<file path="config.mk">
export PLATFORM = sky130hd
export DESIGN_NAME = dram_row_copy_seq
export DESIGN_NICKNAME = d
export VERILOG_FILES = /design/src/rtl/dram_row_copy_pkg.sv /design/src/rtl/dram_row_copy_ctrl.sv /design/src/rtl/dram_row_copy_dp.sv /design/src/rtl/dram_row_copy_seq.sv
export SDC_FILE = /design/constraint.sdc
export NUM_CORES = 1
export LEC_CHECK = 0
export BUFFER_PORTS_ARGS = -buffer_cell sky130_fd_sc_hd__buf_2
export CAP_MARGIN = 20
export CORE_MARGIN = 10
export CORE_UTILIZATION = 61
export CTS_BUF_LIST = sky130_fd_sc_hd__clkbuf_8
export DETAILED_ROUTE_END_ITERATION = 12
export HOLD_SLACK_MARGIN = 0.03
export PLACE_DENSITY_LB_ADDON = 0.12
export SETUP_SLACK_MARGIN = 0.02
export SLEW_MARGIN = 0
export SYNTH_ARGS = -nofsm -noshare
export SYNTH_HDL_FRONTEND = slang
export SYNTH_SLANG_ARGS = --single-unit
</file>
<file path="constraint.sdc">
create_clock -name clk -period 6.1 [get_ports clk]
set_input_delay 1.22 -clock clk [delete_from_list [all_inputs] [get_ports clk]]
set_output_delay 1.22 -clock clk [all_outputs]
set_load 0.02 [all_outputs]
</file>
<file path="src/rtl/dram_row_copy_pkg.sv">
`timescale 1ns/1ps
package dram_row_copy_pkg;

  typedef enum logic [2:0] {
    PH_IDLE   = 3'd0,
    PH_PRE    = 3'd1,
    PH_RCD    = 3'd2,
    PH_SETTLE = 3'd3,
    PH_GLITCH = 3'd4,
    PH_ACT    = 3'd5,
    PH_POST   = 3'd6
  } phase_t;

  typedef struct packed {
    logic capture;
    logic toDst;
    logic rasLow;
    logic busyNext;
    logic doneNext;
  } strobe_t;

endpackage

</file>
<file path="src/rtl/dram_row_copy_ctrl.sv">
`timescale 1ns/1ps
module dram_row_copy_ctrl
  import dram_row_copy_pkg::*;
#(
  parameter int unsigned T_PRE    = 25,
  parameter int unsigned T_RCD    = 8,
  parameter int unsigned T_SETTLE = 2,
  parameter int unsigned T_GLITCH = 10,
  parameter int unsigned T_ACT    = 40
) (
  input  logic    clk,
  input  logic    rstN,
  input  logic    startReq,
  output strobe_t strobes
);

  function automatic int unsigned maxOf(input int unsigned a, input int unsigned b);
    return (a > b) ? a : b;
  endfunction

  localparam int unsigned MAX_T =
    maxOf(maxOf(maxOf(T_PRE, T_RCD), maxOf(T_SETTLE, T_GLITCH)), T_ACT);
  localparam int unsigned CNT_W = (MAX_T < 2) ? 1 : $clog2(MAX_T + 1);

  phase_t           phase;
  phase_t           phaseNext;
  logic [CNT_W-1:0] cnt;
  logic             lastCycle;

  // Length in cycles of each phase; zero lengths are raised to one.
  function automatic int unsigned lenOf(input phase_t p);
    int unsigned n;
    case (p)
      PH_PRE:    n = T_PRE;
      PH_RCD:    n = T_RCD;
      PH_SETTLE: n = T_SETTLE;
      PH_GLITCH: n = T_GLITCH;
      PH_ACT:    n = T_ACT;
      PH_POST:   n = T_PRE;
      default:   n = 1;
    endcase
    return (n == 0) ? 1 : n;
  endfunction

  function automatic phase_t following(input phase_t p);
    case (p)
      PH_PRE:    return PH_RCD;
      PH_RCD:    return PH_SETTLE;
      PH_SETTLE: return PH_GLITCH;
      PH_GLITCH: return PH_ACT;
      PH_ACT:    return PH_POST;
      default:   return PH_IDLE;
    endcase
  endfunction

  assign lastCycle = (cnt == '0);

  always_comb begin
    phaseNext = phase;
    if (phase == PH_IDLE) begin
      if (startReq) phaseNext = PH_PRE;
    end else if (lastCycle) begin
      phaseNext = following(phase);
    end
  end

  always_comb begin
    strobes.capture  = (phase == PH_IDLE) && startReq;
    strobes.toDst    = (phase == PH_RCD) && lastCycle;
    strobes.rasLow   = (phaseNext == PH_RCD) || (phaseNext == PH_SETTLE) ||
                       (phaseNext == PH_ACT);
    strobes.busyNext = (phaseNext != PH_IDLE);
    strobes.doneNext = (phase == PH_POST) && lastCycle;
  end

  always_ff @(posedge clk or negedge rstN) begin
    if (!rstN) begin
      phase <= PH_IDLE;
      cnt   <= '0;
    end else begin
      phase <= phaseNext;
      if (phaseNext != phase) begin
        cnt <= CNT_W'(lenOf(phaseNext) - 1);
      end else if (!lastCycle) begin
        cnt <= cnt - 1'b1;
      end
    end
  end

endmodule

</file>
<file path="src/rtl/dram_row_copy_dp.sv">
`timescale 1ns/1ps
module dram_row_copy_dp
  import dram_row_copy_pkg::*;
#(
  parameter int unsigned ROW_W = 8
) (
  input  logic             clk,
  input  logic             rstN,
  input  strobe_t          strobes,
  input  logic [ROW_W-1:0] srcRow,
  input  logic [ROW_W-1:0] dstRow,
  output logic [ROW_W-1:0] rowAddr,
  output logic             rasN,
  output logic             casN,
  output logic             weN,
  output logic             busy,
  output logic             done
);

  logic [ROW_W-1:0] addrReg;
  logic [ROW_W-1:0] dstReg;
  logic             rasNReg;
  logic             busyReg;
  logic             doneReg;

  // The source goes straight onto the bus; the target waits in dstReg.
  always_ff @(posedge clk or negedge rstN) begin
    if (!rstN) begin
      addrReg <= '0;
      dstReg  <= '0;
    end else if (strobes.capture) begin
      addrReg <= srcRow;
      dstReg  <= dstRow;
    end else if (strobes.toDst) begin
      addrReg <= dstReg;
    end
  end

  always_ff @(posedge clk or negedge rstN) begin
    if (!rstN) begin
      rasNReg <= 1'b1;
      busyReg <= 1'b0;
      doneReg <= 1'b0;
    end else begin
      rasNReg <= ~strobes.rasLow;
      busyReg <= strobes.busyNext;
      doneReg <= strobes.doneNext;
    end
  end

  assign rowAddr = addrReg;
  assign rasN    = rasNReg;
  assign casN    = 1'b1;
  assign weN     = 1'b1;
  assign busy    = busyReg;
  assign done    = doneReg;

endmodule

</file>
<file path="src/rtl/dram_row_copy_seq.sv">
`timescale 1ns/1ps
module dram_row_copy_seq
  import dram_row_copy_pkg::*;
#(
  parameter int unsigned ROW_W    = 8,
  parameter int unsigned T_PRE    = 25,
  parameter int unsigned T_RCD    = 8,
  parameter int unsigned T_SETTLE = 2,
  parameter int unsigned T_GLITCH = 10,
  parameter int unsigned T_ACT    = 40
) (
  input  logic             clk,
  input  logic             rstN,
  input  logic             startReq,
  input  logic [ROW_W-1:0] srcRow,
  input  logic [ROW_W-1:0] dstRow,
  output logic [ROW_W-1:0] rowAddr,
  output logic             rasN,
  output logic             casN,
  output logic             weN,
  output logic             busy,
  output logic             done
);

  strobe_t strobes;

  dram_row_copy_ctrl #(
    .T_PRE    (T_PRE),
    .T_RCD    (T_RCD),
    .T_SETTLE (T_SETTLE),
    .T_GLITCH (T_GLITCH),
    .T_ACT    (T_ACT)
  ) u_ctrl (
    .clk      (clk),
    .rstN     (rstN),
    .startReq (startReq),
    .strobes  (strobes)
  );

  dram_row_copy_dp #(
    .ROW_W (ROW_W)
  ) u_dp (
    .clk     (clk),
    .rstN    (rstN),
    .strobes (strobes),
    .srcRow  (srcRow),
    .dstRow  (dstRow),
    .rowAddr (rowAddr),
    .rasN    (rasN),
    .casN    (casN),
    .weN     (weN),
    .busy    (busy),
    .done    (done)
  );

endmodule

</file>
==> flow_summary.ini <==
[worst_setup_path]
end_kind = flop
cp.required_ns = 6.27
crit_slowest_cell = dfrtp_1
crit_chain = inv_1 > ha_1 > nor2b_1 > o21ai_0 > o311a_1 > or2_2 > a311o_1 > nand2_1 > ha_1 > nand2_1 > o21a_1 > a31o_1
crit_buf_inv = 1
worst_setup_path_start_kind = flop
worstPathArrival_ns = 3.34
path_class = reg2reg
path_max_fanout = 11
critPathMaxStageDelay_ns = 0.60
path_delay_family = compound AO/OA/AOI/OAI gates

[timing]
rsz0062_at_grt = no
fmax_mhz = 315
slew_headroom = 0.554
fin_crit_sh = 0.521
finalSetupViolations = 0
finalHoldViolations = 0
drv_slew = 0
worst_pin_slew_ns = 0.669
period_minus_slack_ns = 3.18
tns_ns = 0
fin_skew_ns = 0.00729

[placement]
dp.cells = 226
gp_congestion = 0.914
dpl.hpwl_um = 2700
portBuffers = 29

[floorplan]
core_area_um2 = 2450
die_w_um = 70.7
rows = 18
io_pins = 32
die-area_um2 = 4990
initial_core_util = 0.638
dieHeight_um = 70.7

[drt]
postRouteAntennaNets = 0
drt_pass1_iterations = 6
drtIter0Drc = 147
wl_per_cell_um = 16.3
vias = 1404
route.detailed.drc = 0
via_per_inst = 6.10
wirelength_um = 3750

[global_route]
antenna_found_initial = 0
grt_pass1_vias = 1423
grt_max_degree = 29
grt_pass1_wl_um = 6330
grtUsageMet2 = 0.249
grtUsageTotal = 0.147
use_met1 = 0.174
grt_overflow = 0
grt.busiest_layer = met2
met3_usage = 0.0363

[layout]
layout-drive-gt1-share = 0.255
register_area_um2 = 702
fin_cells = 230
antenna_cells = 0
synthToLayoutAreaGrowth_pct = 12.9
final_util = 0.721
fin_nets = 222
fillCellCount = 195
multi_input_area_um2 = 788
final_common_cell = nand2_1
mostFrequentLayoutCells = nand2_1 (41), buf_2 (29), dfrtp_1 (27), nor2_1 (20), a31oi_1 (12)

[clock_tree]
numCtsBuffers = 3
post-cts-setup-buffers = 0
clk_pin_slew_ns = 0.10
cts_root_buffer = clkbuf_8
clkLatencyLatePin_ns = 0.28
hold_buffers = 0
cts_sinks = 28
cts-resized-gates = 0
cts_tree = built
clock_path_buffers = 2
htree_levels = 1

[synthesis]
synth_area_leaders = dfrtp_1 (43%), nand2_1 (9.8%), a31oi_1 (4.8%)
ys_seq_area_frac = 0.448
syn-instance-count = 177
yosysTopAreaCell = dfrtp_1
syn_area_um2 = 1570
synth-edff-count = 0
async_flop_share = 1.00
ys_warn_count = 0
synth_seq_cells = 28
synth_cell_types = 46
syn_avg_cell_area_um2 = 8.85
yosys.area.top_type_share = 0.431
synth_top_flop_cell = dfrtp_1

[min_path]
hold_class = reg2reg

[run]
cap_violations = 0

[pwr]
vdd_drop_max_v = 0.000174
powerDensity_nw_per_um2 = 193
leakagePower_uw = 0.000841

[outcome]
status = finished, final reports clean
## cell usage after synthesis, types with 2 or more instances
cell      count
o21a_1        3
nor2b_1       3
clkbuf_1      6
buf_4         3
nor2_1       20
or4_1         2
a221oi_2      2
a21oi_1       2
buf_2         2
nand2_1      41
nand3_1       4
o21ai_2       2
ha_1          2
nor4_1        2
inv_1         5
dfrtp_1      27
a31oi_1      12
o21ai_0       6
nor3_1        3
or2_2         2
or3_2         2
nand4_1       2
## per-layer routing
metal / share of wire / wire length [µm]
met5: 0 / 0
met4: 0.019 / 72
met3: 0.057 / 215
met2: 0.50 / 1880
met1: 0.42 / 1580
## layout make-up
type	count	share of cell area
Multi-Input combinational cell	133	0.446
Sequential cell	28	0.397
Clock inverter	1	0.0170
Timing Repair Buffer	29	0.0820
Tap cell	30	0.0212
Inverter	6	0.0141
Clock buffer	3	0.0233
## worst register-to-register path: stages (launching register included)
cell and delay [ns]:
dfrtp_1 0.60, inv_1 0.19, ha_1 0.42, nor2b_1 0.21, o21ai_0 0.10, o311a_1 0.16, or2_2 0.29, a311o_1 0.38
nand2_1 0.08, ha_1 0.21, nand2_1 0.07, o21a_1 0.18, a31o_1 0.19
## flip-flops by register name, summed over array words and instances (netlist names)
name,cells
u_dp.rowAddr,8
u_dp.dstReg,8
u_ctrl.cnt,6
u_dp.done,1
u_dp.rasN,1
u_dp.busy,1
u_ctrl.phase,3
## stage by stage
step | hold slack (ns) | setup slack (ns) | instance area [µm²] | total power [µW]
2_1_floorplan | 0.433 | 3.24 | 1570 | 191
3_3_place_gp | 0.443 | 3.04 | 1700 | 199
3_5_place_dp | 0.458 | 2.95 | 1700 | 200
4_1_cts | 0.482 | 2.94 | 1770 | 344
5_1_grt | 0.507 | 2.74 | 1770 | 352
6_report | 0.476 | 2.92 | 1770 | 341
## where the power goes
group | total, µW | switching (µW) | internal, µW
logic | 10.4 | 6.19 | 4.18
registers | 185 | 0 | 185
clock network | 145 | 57.4 | 87.9
total | 341 | 63.6 | 278
## path summary, 6_finish.rpt
| check | from | endpoint | slack, ns | depth (start not counted) |
|---|---|---|---|---|
| max in group asynchronous | rstN | u_ctrl.cnt[5] | 4.75 | 1 |
| setup reg to reg | u_ctrl.phase[1] | u_ctrl.cnt[4] | 2.92 | 12 |
| hold reg to reg | u_dp.dstReg[7] | u_dp.dstReg[7] | 0.48 | 2 |
| hold / removal | u_dp.dstReg[7] | u_dp.dstReg[7] | 0.48 | 2 |
| min in group asynchronous | rstN | u_dp.done | 0.95 | 1 |
| setup / recovery | u_ctrl.phase[1] | u_ctrl.cnt[4] | 2.92 | 12 |
## logic make-up (layout without fill, tap and decap cells)
family | Yosys count | count (layout) | share of synthesized area
AO/OA/AOI/OAI | 39 | 39 | 0.211
adder cells (fa/ha/maj) | 2 | 2 | 0.0160
XOR/XNOR | 1 | 1 | 0.00559
other | 1 | 2 | 0.00239
buffers and inverters | 17 | 39 | 0.0511
AND/OR/NAND/NOR | 88 | 88 | 0.260
multiplexers | 1 | 1 | 0.00639
flip-flops | 28 | 28 | 0.448
Power figures use the tool's default switching activity.
